--- src/rtl/qwt_pkg.sv ---
package qwt_pkg;

    localparam int BUS_W = 64;
    localparam int BE_W  = BUS_W / 8;

    localparam logic [3:0] CMD_MEM_WRITE = 4'b0111;

    typedef enum logic [2:0] {
        ST_IDLE,
        ST_DECODE,
        ST_CLAIM,
        ST_DATA,
        ST_TURN,
        ST_SKIP
    } qwt_state_e;

    typedef enum logic [1:0] {
        LANE_BOTH,
        LANE_LOW,
        LANE_HIGH
    } qwt_lane_e;

    typedef struct packed {
        logic [3:0] cmd;
        logic       wide;
    } qwt_req_t;

    typedef struct packed {
        logic [BUS_W-1:0] data;
        logic [BE_W-1:0]  be;
    } qwt_beat_t;

    function automatic logic [63:0] upper_mask(input int unsigned lg2);
        logic [63:0] m;
        m = '1;
        return m << lg2;
    endfunction

    function automatic qwt_lane_e pick_lane(input logic wide, input logic dw_sel);
        if (wide)
            return LANE_BOTH;
        else if (dw_sel)
            return LANE_HIGH;
        else
            return LANE_LOW;
    endfunction

endpackage

--- src/rtl/qwt_range_decode.sv ---
module qwt_range_decode #(
    parameter int ADDR_W = 32,
    parameter int NRANGE = 3,
    parameter logic [NRANGE*ADDR_W-1:0] BASES = {32'h1000_0000, 32'h2000_0000, 32'h1000_0000},
    parameter logic [NRANGE*8-1:0] SPAN_LG2 = {8'd20, 8'd16, 8'd12}
) (
    input  logic [ADDR_W-1:0] addr,
    output logic [NRANGE-1:0] sel
);
    logic [NRANGE-1:0] raw;

    for (genvar g = 0; g < NRANGE; g++) begin : g_win
        localparam int unsigned LG = int'(SPAN_LG2[g*8 +: 8]);
        localparam logic [63:0] MFULL = qwt_pkg::upper_mask(LG);
        localparam logic [ADDR_W-1:0] MASK = MFULL[ADDR_W-1:0];
        localparam logic [ADDR_W-1:0] BASE = BASES[g*ADDR_W +: ADDR_W];
        assign raw[g] = ((addr ^ BASE) & MASK) == '0;
    end

    // lowest-index window wins when windows overlap
    assign sel = raw & (~raw + NRANGE'(1));

endmodule

--- src/rtl/qwt_lane_steer.sv ---
module qwt_lane_steer
    import qwt_pkg::*;
(
    input  logic                clk,
    input  logic                rst,
    input  logic [BUS_W-1:0]    ad,
    input  logic [BE_W-1:0]     cbe_n,
    input  qwt_lane_e           lane,
    input  logic                capture,
    output qwt_beat_t           beat,
    output logic                strobe
);
    qwt_beat_t nxt;
    qwt_beat_t beat_q;
    logic      stb_q;

    always_comb begin
        unique case (lane)
            LANE_LOW: begin
                nxt.data = {32'h0, ad[31:0]};
                nxt.be   = {4'h0, ~cbe_n[3:0]};
            end
            LANE_HIGH: begin
                nxt.data = {ad[31:0], 32'h0};
                nxt.be   = {~cbe_n[3:0], 4'h0};
            end
            default: begin
                nxt.data = ad;
                nxt.be   = ~cbe_n;
            end
        endcase
    end

    always_ff @(posedge clk) begin
        if (rst) begin
            beat_q <= '0;
            stb_q  <= 1'b0;
        end else begin
            stb_q <= capture;
            if (capture)
                beat_q <= nxt;
        end
    end

    assign beat   = beat_q;
    assign strobe = stb_q;

    a_r8_single_strobe: assert property (@(posedge clk) disable iff (rst)
        stb_q |=> !stb_q);

    a_r8_beat_stable_between: assert property (@(posedge clk) disable iff (rst)
        !capture |=> $stable(beat_q));

endmodule

--- src/rtl/qwt_ctrl.sv ---
module qwt_ctrl
    import qwt_pkg::*;
#(
    parameter int ADDR_W = 32,
    parameter int NRANGE = 3
) (
    input  logic              clk,
    input  logic              rst,
    input  logic              frame_n,
    input  logic              req64_n,
    input  logic              irdy_n,
    input  logic [ADDR_W-1:0] ad_addr,
    input  logic [3:0]        cmd,
    input  logic              loc_rdy_n,
    input  logic [NRANGE-1:0] dec_sel,
    output logic [ADDR_W-1:0] loc_addr,
    output qwt_lane_e         lane,
    output logic              capture,
    output logic              devsel_n,
    output logic              trdy_n,
    output logic              ack64_n,
    output logic              lo_xfer_n,
    output logic              hi_xfer_n,
    output logic              wide_req_n,
    output logic [NRANGE-1:0] range_hit
);
    qwt_state_e        state_q;
    qwt_req_t          req_q;
    logic [ADDR_W-1:0] addr_q;
    logic [NRANGE-1:0] hit_q;
    logic              devsel_q, trdy_q, ack_q, lo_q, hi_q, wide_n_q;
    logic              done;

    assign lane = pick_lane(req_q.wide, addr_q[2]);
    assign done = (state_q == ST_DATA) && !irdy_n && !trdy_q;

    always_ff @(posedge clk) begin
        if (rst) begin
            state_q  <= ST_IDLE;
            req_q    <= '0;
            addr_q   <= '0;
            hit_q    <= '0;
            devsel_q <= 1'b1;
            trdy_q   <= 1'b1;
            ack_q    <= 1'b1;
            lo_q     <= 1'b1;
            hi_q     <= 1'b1;
            wide_n_q <= 1'b1;
        end else begin
            unique case (state_q)
                ST_IDLE: begin
                    if (!frame_n) begin
                        addr_q     <= ad_addr;
                        req_q.cmd  <= cmd;
                        req_q.wide <= !req64_n;
                        wide_n_q   <= req64_n;
                        state_q    <= ST_DECODE;
                    end
                end
                ST_DECODE: begin
                    if (req_q.cmd == CMD_MEM_WRITE && |dec_sel) begin
                        hit_q   <= dec_sel;
                        state_q <= ST_CLAIM;
                    end else begin
                        state_q <= ST_SKIP;
                    end
                end
                ST_CLAIM: begin
                    devsel_q <= 1'b0;
                    ack_q    <= !req_q.wide;
                    lo_q     <= (lane == LANE_HIGH);
                    hi_q     <= (lane == LANE_LOW);
                    trdy_q   <= loc_rdy_n;
                    state_q  <= ST_DATA;
                end
                ST_DATA: begin
                    if (done) begin
                        devsel_q <= 1'b1;
                        trdy_q   <= 1'b1;
                        ack_q    <= 1'b1;
                        lo_q     <= 1'b1;
                        hi_q     <= 1'b1;
                        hit_q    <= '0;
                        wide_n_q <= 1'b1;
                        state_q  <= ST_TURN;
                    end else if (trdy_q) begin
                        trdy_q <= loc_rdy_n;
                    end
                end
                ST_TURN: begin
                    state_q <= ST_IDLE;
                end
                ST_SKIP: begin
                    if (frame_n && irdy_n) begin
                        wide_n_q <= 1'b1;
                        state_q  <= ST_IDLE;
                    end
                end
                default: state_q <= ST_IDLE;
            endcase
        end
    end

    assign loc_addr   = addr_q;
    assign capture    = done;
    assign devsel_n   = devsel_q;
    assign trdy_n     = trdy_q;
    assign ack64_n    = ack_q;
    assign lo_xfer_n  = lo_q;
    assign hi_xfer_n  = hi_q;
    assign wide_req_n = wide_n_q;
    assign range_hit  = hit_q;

    a_r3_hit_onehot: assert property (@(posedge clk) disable iff (rst)
        $onehot0(range_hit));

    a_r4_claim_write_only: assert property (@(posedge clk) disable iff (rst)
        $fell(devsel_n) |-> req_q.cmd == CMD_MEM_WRITE);

    a_r5_devsel_after_hit: assert property (@(posedge clk) disable iff (rst)
        $fell(devsel_n) |-> $past(|range_hit));

    a_r5_ack_within_devsel: assert property (@(posedge clk) disable iff (rst)
        !ack64_n |-> !devsel_n);

    a_r6_trdy_from_ready: assert property (@(posedge clk) disable iff (rst)
        $fell(trdy_n) |-> $past(!loc_rdy_n));

    a_r6_trdy_held: assert property (@(posedge clk) disable iff (rst)
        (!trdy_n && irdy_n) |=> !trdy_n);

    a_r7_release: assert property (@(posedge clk) disable iff (rst)
        capture |=> (devsel_n && trdy_n && ack64_n && range_hit == '0));

    a_r9_half_active: assert property (@(posedge clk) disable iff (rst)
        !devsel_n |-> (!lo_xfer_n || !hi_xfer_n));

    a_r10_turn_gap: assert property (@(posedge clk) disable iff (rst)
        $rose(devsel_n) |=> $stable(loc_addr));

endmodule

--- src/rtl/qw_wr_target.sv ---
module qw_wr_target
    import qwt_pkg::*;
#(
    parameter int ADDR_W = 32,
    parameter int NRANGE = 3,
    parameter logic [NRANGE*ADDR_W-1:0] BASES = {32'h1000_0000, 32'h2000_0000, 32'h1000_0000},
    parameter logic [NRANGE*8-1:0] SPAN_LG2 = {8'd20, 8'd16, 8'd12}
) (
    input  logic              clk,
    input  logic              rst,
    input  logic              frame_n,
    input  logic              req64_n,
    input  logic              irdy_n,
    input  logic [63:0]       ad,
    input  logic [7:0]        cbe_n,
    output logic              devsel_n,
    output logic              trdy_n,
    output logic              ack64_n,
    output logic [NRANGE-1:0] range_hit,
    output logic [ADDR_W-1:0] loc_addr,
    output logic              wide_req_n,
    output logic              lo_xfer_n,
    output logic              hi_xfer_n,
    input  logic              loc_rdy_n,
    output logic              wr_strobe,
    output logic [63:0]       wr_data,
    output logic [7:0]        wr_be
);
    logic [NRANGE-1:0] dec_sel;
    qwt_lane_e         lane;
    logic              capture;
    qwt_beat_t         beat;

    qwt_range_decode #(
        .ADDR_W   (ADDR_W),
        .NRANGE   (NRANGE),
        .BASES    (BASES),
        .SPAN_LG2 (SPAN_LG2)
    ) u_dec (
        .addr (loc_addr),
        .sel  (dec_sel)
    );

    qwt_ctrl #(
        .ADDR_W (ADDR_W),
        .NRANGE (NRANGE)
    ) u_ctrl (
        .clk        (clk),
        .rst        (rst),
        .frame_n    (frame_n),
        .req64_n    (req64_n),
        .irdy_n     (irdy_n),
        .ad_addr    (ad[ADDR_W-1:0]),
        .cmd        (cbe_n[3:0]),
        .loc_rdy_n  (loc_rdy_n),
        .dec_sel    (dec_sel),
        .loc_addr   (loc_addr),
        .lane       (lane),
        .capture    (capture),
        .devsel_n   (devsel_n),
        .trdy_n     (trdy_n),
        .ack64_n    (ack64_n),
        .lo_xfer_n  (lo_xfer_n),
        .hi_xfer_n  (hi_xfer_n),
        .wide_req_n (wide_req_n),
        .range_hit  (range_hit)
    );

    qwt_lane_steer u_steer (
        .clk     (clk),
        .rst     (rst),
        .ad      (ad),
        .cbe_n   (cbe_n),
        .lane    (lane),
        .capture (capture),
        .beat    (beat),
        .strobe  (wr_strobe)
    );

    assign wr_data = beat.data;
    assign wr_be   = beat.be;

endmodule

--- config.mk ---
export PLATFORM = sky130hd
export DESIGN_NAME = qw_wr_target
export DESIGN_NICKNAME = d
export VERILOG_FILES = /design/src/rtl/qwt_pkg.sv /design/src/rtl/qwt_range_decode.sv /design/src/rtl/qwt_lane_steer.sv /design/src/rtl/qwt_ctrl.sv /design/src/rtl/qw_wr_target.sv
export SDC_FILE = /design/constraint.sdc
export NUM_CORES = 1
export LEC_CHECK = 0
export CAP_MARGIN = 20
export CORE_ASPECT_RATIO = 0.6
export CORE_MARGIN = 2
export CORE_UTILIZATION = 55
export CTS_BUF_LIST = sky130_fd_sc_hd__clkbuf_16
export DETAILED_ROUTE_END_ITERATION = 8
export DONT_BUFFER_PORTS = 1
export GPL_ROUTABILITY_DRIVEN = 1
export PLACE_DENSITY = 0.68
export SYNTH_ARGS = -nofsm -noshare
export SYNTH_HDL_FRONTEND = slang
export SYNTH_SLANG_ARGS = --single-unit
export TNS_END_PERCENT = 1
--- constraint.sdc ---
create_clock -name clk -period 2.6 [get_ports clk]
set_input_delay 0.52 -clock clk [delete_from_list [all_inputs] [get_ports clk]]
set_output_delay 0.52 -clock clk [all_outputs]
set_load 0.05 [all_outputs]
==> results_dict.tcl, run 1 <==
set metrics [dict create \
    status "complete, no violations" \
    post_drt_wl_per_cell_um 20.2 \
    pre_cts_ws_ns 0.498 \
    diodes 0 \
    fin_crit_ns 2.13 \
    peakVddDrop_mv 0.519 \
    critical_path.max_stage_delay_ns 0.65 \
    vias 4123 \
    path_delay_family "simple AND/OR/NAND/NOR gates" \
    finalWorstSetupSlack_ns 0.470 \
    gr-usage-all-layers_pct 28.6 \
    skew_ns 0.0115 \
    insertion_delay_ns 0.41 \
    finalSetupViolations 0 \
    antenna_found_initial 0 \
    synth_top_family_by_area "simple AND/OR/NAND/NOR gates" \
    hold_viol 0 \
    clkSinkCount 122 \
    synth_ff_type "dfxtp_1" \
    final_antenna_net_count 0 \
    rows 26 \
    gp_congestion 0.769 \
    die_area_sq_um 9310 \
    drive_gt1_share_pct 11.2 \
    dr.pass1.iters 5 \
    relSlewSlack_pct 60.3 \
    setup_tns_ns 0 \
    die_w_um 123 \
    rsz0062_at_grt "no" \
    synth.area.mux_share_pct 0.640 \
    hold_path_end "u_steer.beat[6]" \
    grt_pass1_wl_um 20100 \
    path_clk_slew_ns 0.06 \
    slowest_stage "or4b_4" \
    synth_xor_area_share_pct 0 \
    cp_max_fo 4 \
    r2r_slack_ns 0.47 \
    slew_violations 0 \
    hold_depth 1 \
    path_buf_inv 0 \
    cp_cell_sequence "or4b_4, o21a_1, nor4_4, mux2i_1" \
    synth_compound_area_share_pct 20.1 \
    synthSimpleGateAreaFrac_pct 22.8 \
    place_hpwl_um 9390 \
    seq_area_frac_synth_pct 52.1 \
    ys_types 39 \
    dieHeight_um 75.5 \
    pin_count 192 \
    vias_per_cell 6.12 \
    tritoncts "yes" \
    timing.rr.start "u_ctrl.loc_addr[31]" \
    worstPathRequired_ns 2.93 \
    powerDensity_nw_per_um2 868 \
    max-cap-violations 0 \
    cts-buffers-inserted 17 \
    grt_max_degree 87 \
    synth_edf_count 0 \
    fmax_ghz 0.469 \
    initialDrtViolationCount 351 \
    ys_ff_latch 122 \
    cts_max_path_buffers 2 \
    start_kind "flip-flop" \
    syn_area_sq_um 4690 \
    grt-ovfl-total 0 \
    crit_type "reg2reg" \
    syn2layout_area_growth_pct 15.7 \
    hold_class "in2reg" \
    cts_root_buf "clkbuf_16" \
    avgSynthCellArea_sq_um 8.42 \
    synth_warnings 0 \
    holdBufCountCts 0 \
    cts_setup_buffers 0 \
    tightest_slew_ns 0.595 \
    hp-start "rst" \
    port_buffers 0 \
    syn-num-nets 635 \
    synth-adder-area-share_pct 0 \
    crit_path_end_kind "flip-flop" \
    hold_ws_ns 0.188 \
    cts_resized 0 \
    reg2reg_depth 4 \
    syn_inst 557 \
    fin_crit_sh_pct 81.9 \
    start_util_pct 55.9 \
    power.leakage_nw 1.98 \
    core_sq_um 8390 \
    finalWirelength_um 13600 \
    drc 0 \
    async_flop_share_pct 0 \
    fin_nets 627 \
    grt_pass1_vias 3741 \
    r2r-end "u_ctrl.range_hit[2]" \
    cts_htree_levels 4 \
    arrival_ns 2.46 \
]
==> state kept, by name, summed over array words and instances, names as in the netlist <==
register,cells
u_ctrl.ack64_n,1
u_ctrl.devsel_n,1
u_ctrl.hi_xfer_n,1
u_ctrl.lo_xfer_n,1
u_ctrl.loc_addr,32
u_ctrl.range_hit,3
u_ctrl.req_q,5
u_ctrl.state_q,3
u_ctrl.trdy_n,1
u_ctrl.wide_req_n,1
u_steer.beat,72
u_steer.strobe,1
==> final cells by class <==
cell class | count | area (sq um)
Sequential cell | 122 | 2440
Multi-Input combinational cell | 382 | 2070
Timing Repair Buffer | 21 | 158
Fill cell | 668 | 2970
Tap cell | 112 | 140
Clock buffer | 17 | 425
Inverter | 5 | 18.8
Clock inverter | 15 | 175
==> power breakdown <==
part           switching (mW)  internal, mW
logic                   0.177        0.0866
clock network           0.872          1.51
registers               0.153          1.91
total                    1.20          3.51
==> metrics by stage <==
| step | cells | total power, mW | cell area [sq um] | utilization [%] |
|---|---|---|---|---|
| global route | 674 | 4.86 | 5430 | 64.7 |
| floorplan | 557 | 2.30 | 4690 | - |
| finish | 674 | 4.71 | 5430 | 64.7 |
| CTS | 674 | 4.73 | 5430 | 64.7 |
| global placement | 642 | 2.36 | 4830 | 57.5 |
| detailed placement | 642 | 2.37 | 4830 | 57.5 |
==> routing by layer <==
layer  up-vias  GRT usage [%]  wire [um]
met1      1933           37.2       5730
li1       1927              -          -
met5         -              0          0
met2       251           43.3       5990
met4         0           10.9        164
met3        12           11.5       1700
==> how the worst max path moves through the flow <==
stage / from / end / slack, ns / cells past startpoint
final: u_ctrl.loc_addr[31] / u_ctrl.range_hit[2] / 0.47 / 4
after global routing: u_ctrl.loc_addr[31] / u_ctrl.range_hit[2] / 0.40 / 4
after CTS: u_ctrl.loc_addr[31] / u_ctrl.range_hit[2] / 0.48 / 4
after detailed placement: u_ctrl.loc_addr[31] / u_ctrl.range_hit[2] / 0.50 / 4
after global placement: u_ctrl.loc_addr[31] / u_ctrl.range_hit[2] / 0.57 / 4
after floorplan: u_ctrl.loc_addr[29] / u_ctrl.range_hit[0] / 0.57 / 4
==> cells in the mapped netlist (all sizes together) (2+ instances only) <==
| cell type | count | share of area, % |
|---|---|---|
| o31ai | 2 | 0.32 |
| buf | 12 | 1.2 |
| a21oi | 49 | 5.2 |
| a211oi | 26 | 4.2 |
| a22o | 32 | 6.0 |
| a211o | 4 | 0.75 |
| dfxtp | 122 | 52 |
| o21a | 2 | 0.32 |
| clkbuf | 36 | 2.9 |
| nor2 | 66 | 5.3 |
| o22ai | 2 | 0.27 |
| a221oi | 7 | 1.3 |
| mux2i | 3 | 0.64 |
| inv | 5 | 0.40 |
| nand2 | 118 | 9.6 |
| o21ai | 6 | 0.64 |
| nand2b | 5 | 0.67 |
| nor3 | 36 | 3.8 |
| nor4 | 4 | 0.85 |
| or4b | 4 | 0.93 |
| nor2b | 2 | 0.27 |
| or4 | 3 | 0.56 |
==> cells in the final DEF, fill, tap and decap left out, types with 4 or more instances in the layout <==
cell and instances:
dfxtp_1 120, nand2_1 116, nor2_1 66, a21oi_1 48, nor3_1 35, a22o_1 32
a211oi_1 26, buf_4 21, clkbuf_16 17, a221oi_1 7, nand2b_1 5, inv_1 5
a211o_1 4, o21ai_1 4, clkinv_2 4, clkinvlp_4 4
==> kinds of logic after synthesis <==
| kind of cell | Yosys count |
|---|---|
| AND/OR/NAND/NOR | 243 |
| flip-flops | 122 |
| AO/OA/AOI/OAI | 136 |
| multiplexers | 3 |
| buffers and inverters | 53 |
==> worst reg2reg max path, stage by stage (launching register included) <==
cell and delay [ns]:
dfxtp_1 0.49, or4b_4 0.65, o21a_1 0.25, nor4_4 0.42
mux2i_1 0.25
(Power assumes the default switching activity.)
==> inputs of run 2 (changes only) <==
--- a/config.mk
+++ b/config.mk
@@ -5,6 +5,7 @@
 export SDC_FILE = /design/constraint.sdc
 export NUM_CORES = 1
 export LEC_CHECK = 0
+export ABC_AREA = 1
 export CAP_MARGIN = 20
 export CORE_ASPECT_RATIO = 0.6
 export CORE_MARGIN = 2
@@ -13,7 +14,7 @@
 export DETAILED_ROUTE_END_ITERATION = 8
 export DONT_BUFFER_PORTS = 1
 export GPL_ROUTABILITY_DRIVEN = 1
-export PLACE_DENSITY = 0.68
+export PLACE_DENSITY = 0.71
 export SYNTH_ARGS = -nofsm -noshare
 export SYNTH_HDL_FRONTEND = slang
 export SYNTH_SLANG_ARGS = --single-unit
==> constraint.sdc (replaced) <==
create_clock -name clk -period 1.71 [get_ports clk]
set_input_delay 0.342 -clock clk [delete_from_list [all_inputs] [get_ports clk]]
set_output_delay 0.342 -clock clk [all_outputs]
set_load 0.05 [all_outputs]
==> results_dict.tcl, run 2 <==
set metrics [dict create \
    start_kind "flip-flop" \
    final_antenna_net_count 0 \
    port_buffers 0 \
    start_util_pct 56.4 \
    powerDensity_nw_per_um2 1410 \
    cp_max_fo 24 \
    place_hpwl_um 9710 \
    syn2layout_area_growth_pct 17.7 \
    rsz0062_at_grt "no" \
    fin_crit_sh_pct 91.3 \
    cts_max_path_buffers 2 \
    fin_crit_ns 1.56 \
    core_sq_um 8460 \
    ys_types 27 \
    total_power_mw 7.94 \
    peakVddDrop_mv 0.765 \
    vias_per_cell 5.91 \
    ys_ff_latch 122 \
    fin_cells 697 \
    syn_inst 552 \
    cts_root_buf "clkbuf_16" \
    slew_violations 0 \
    diodes 0 \
    synth_top_area_cell "dfxtp_1" \
    grt-ovfl-total 0 \
    drc 0 \
    syn-num-nets 630 \
    hold_class "in2reg" \
    gr-usage-all-layers_pct 27.9 \
    async_flop_share_pct 0 \
    arrival_ns 1.92 \
    skew_ns 0.00643 \
    finalSetupViolations 0 \
    synth_area_leaders "dfxtp_1, a22o_1, nand2_1, o21ai_0, o31ai_2" \
    antenna_found_initial 0 \
    path_clk_slew_ns 0.06 \
    fin_nets 650 \
    grt_max_degree 38 \
    seq_area_frac_synth_pct 51.2 \
    drive_gt1_share_pct 16.8 \
    finalWorstSetupSlack_ns 0.148 \
    finalWirelength_um 13500 \
    die_w_um 124 \
    synth_top_area_share_pct 51.2 \
    dr.pass1.iters 5 \
    pre_cts_ws_ns 0.127 \
    setup_tns_ns 0 \
    cts_htree_levels 4 \
    avgSynthCellArea_sq_um 8.65 \
    multi_input_area_sq_um 2000 \
    hold_viol 0 \
    tightest_slew_ns 0.572 \
    clkSinkCount 122 \
    tritoncts "yes" \
    synth_ff_type "dfxtp_1" \
    cts-buffers-inserted 17 \
    dp_cells 664 \
    final_cell_mix "dfxtp_1, nand2_1, o21ai_0" \
    hold_ws_ns 0.0251 \
    vias 4119 \
    pin_count 192 \
    max-cap-violations 0 \
    rows 26 \
    yosysMostFrequentCell "dfxtp_1" \
    worstPathRequired_ns 2.07 \
    relSlewSlack_pct 61.8 \
    initialDrtViolationCount 260 \
    grt_pass1_vias 3732 \
    crit_type "reg2reg" \
    die_area_sq_um 9460 \
    synth_edf_count 0 \
    fill_cells 691 \
    crit_path_end_kind "flip-flop" \
    largest_reg_flops 72 \
    synth_warnings 0 \
    grt_pass1_wl_um 20600 \
    power.leakage_nw 2.43 \
    final_common_cell "dfxtp_1" \
    gp_congestion 0.925 \
    post_drt_wl_per_cell_um 19.4 \
    yosys-top-cells-count "dfxtp_1, nand2_1, o21ai_0, a22o_1, nor2_1" \
    regArea_sq_um 2440 \
    fmax_ghz 0.640 \
    syn_area_sq_um 4770 \
    insertion_delay_ns 0.41 \
    dieHeight_um 76.2 \
    status "complete, no violations" \
]
run 2: cell type report:
cell class                 count  share of cell area [%]
clock buffer                  17                    7.57
timing repair buffer          38                    5.63
multi-input combinational    355                    35.6
inverter                      38                    2.54
sequential                   122                    43.5
tap                          112                    2.49
clock inverter                15                    2.72
run 2: cells by family after synthesis:
family / synth area share, %
AND/OR/NAND/NOR: 16.6
flip-flops: 51.2
buffers and inverters: 7.18
AO/OA/AOI/OAI: 25.0
run 2: what timing repair did:
| action | 4_1_cts | 5_1_grt |
|---|---|---|
| buffers inserted | 0 | 0 |
| hold buffers | 1 | 0 |
| gates resized for setup | 0 | 1 |
| endpoints found under the setup margin | 0 | 1 |
| endpoints found under the hold margin | 4 | 0 |
run 2: worst max-delay path, stage by stage (launching register included):
cell and delay (ns):
dfxtp_1 0.40, nand3_2 0.19, nor2_4 0.14, nand2_4 0.11, nor2_8 0.13, buf_4 0.31
nand3_1 0.14, nand2_1 0.08
run 2: layer usage:
metal | wire (um) | global-route usage [%]
met5 | 0 | 0
met4 | 127 | 8.43
met3 | 1540 | 12.6
met2 | 5580 | 39.1
met1 | 6260 | 38.7
run 2: final timing paths:
kind                          start                to  slack (ns)  depth (start not counted)
setup / recovery  u_ctrl.state_q[0]  u_steer.beat[18]        0.15                          7
hold reg to reg     u_ctrl.req_q[3]   u_ctrl.req_q[3]        0.47                          2
hold / removal             cbe_n[3]   u_steer.beat[3]        0.03                          1
setup reg to reg  u_ctrl.state_q[0]  u_steer.beat[18]        0.15                          7
run 2: where the power goes:
part / internal [mW] / switching (mW) / leakage [nW] / total (mW)
clock: 2.14 / 1.33 / 0.263 / 3.46
combinational: 0.343 / 0.878 / 1.17 / 1.22
sequential: 2.99 / 0.257 / 0.991 / 3.25
run 2: through the flow:
| stage | instance area, sq um | utilization [%] |
|---|---|---|
| finish | 5620 | 66.4 |
| global route | 5620 | 66.4 |
| CTS | 5620 | 66.4 |
| detailed placement | 5030 | 59.5 |
| global placement | 5030 | 59.5 |
| floorplan | 4770 | - |
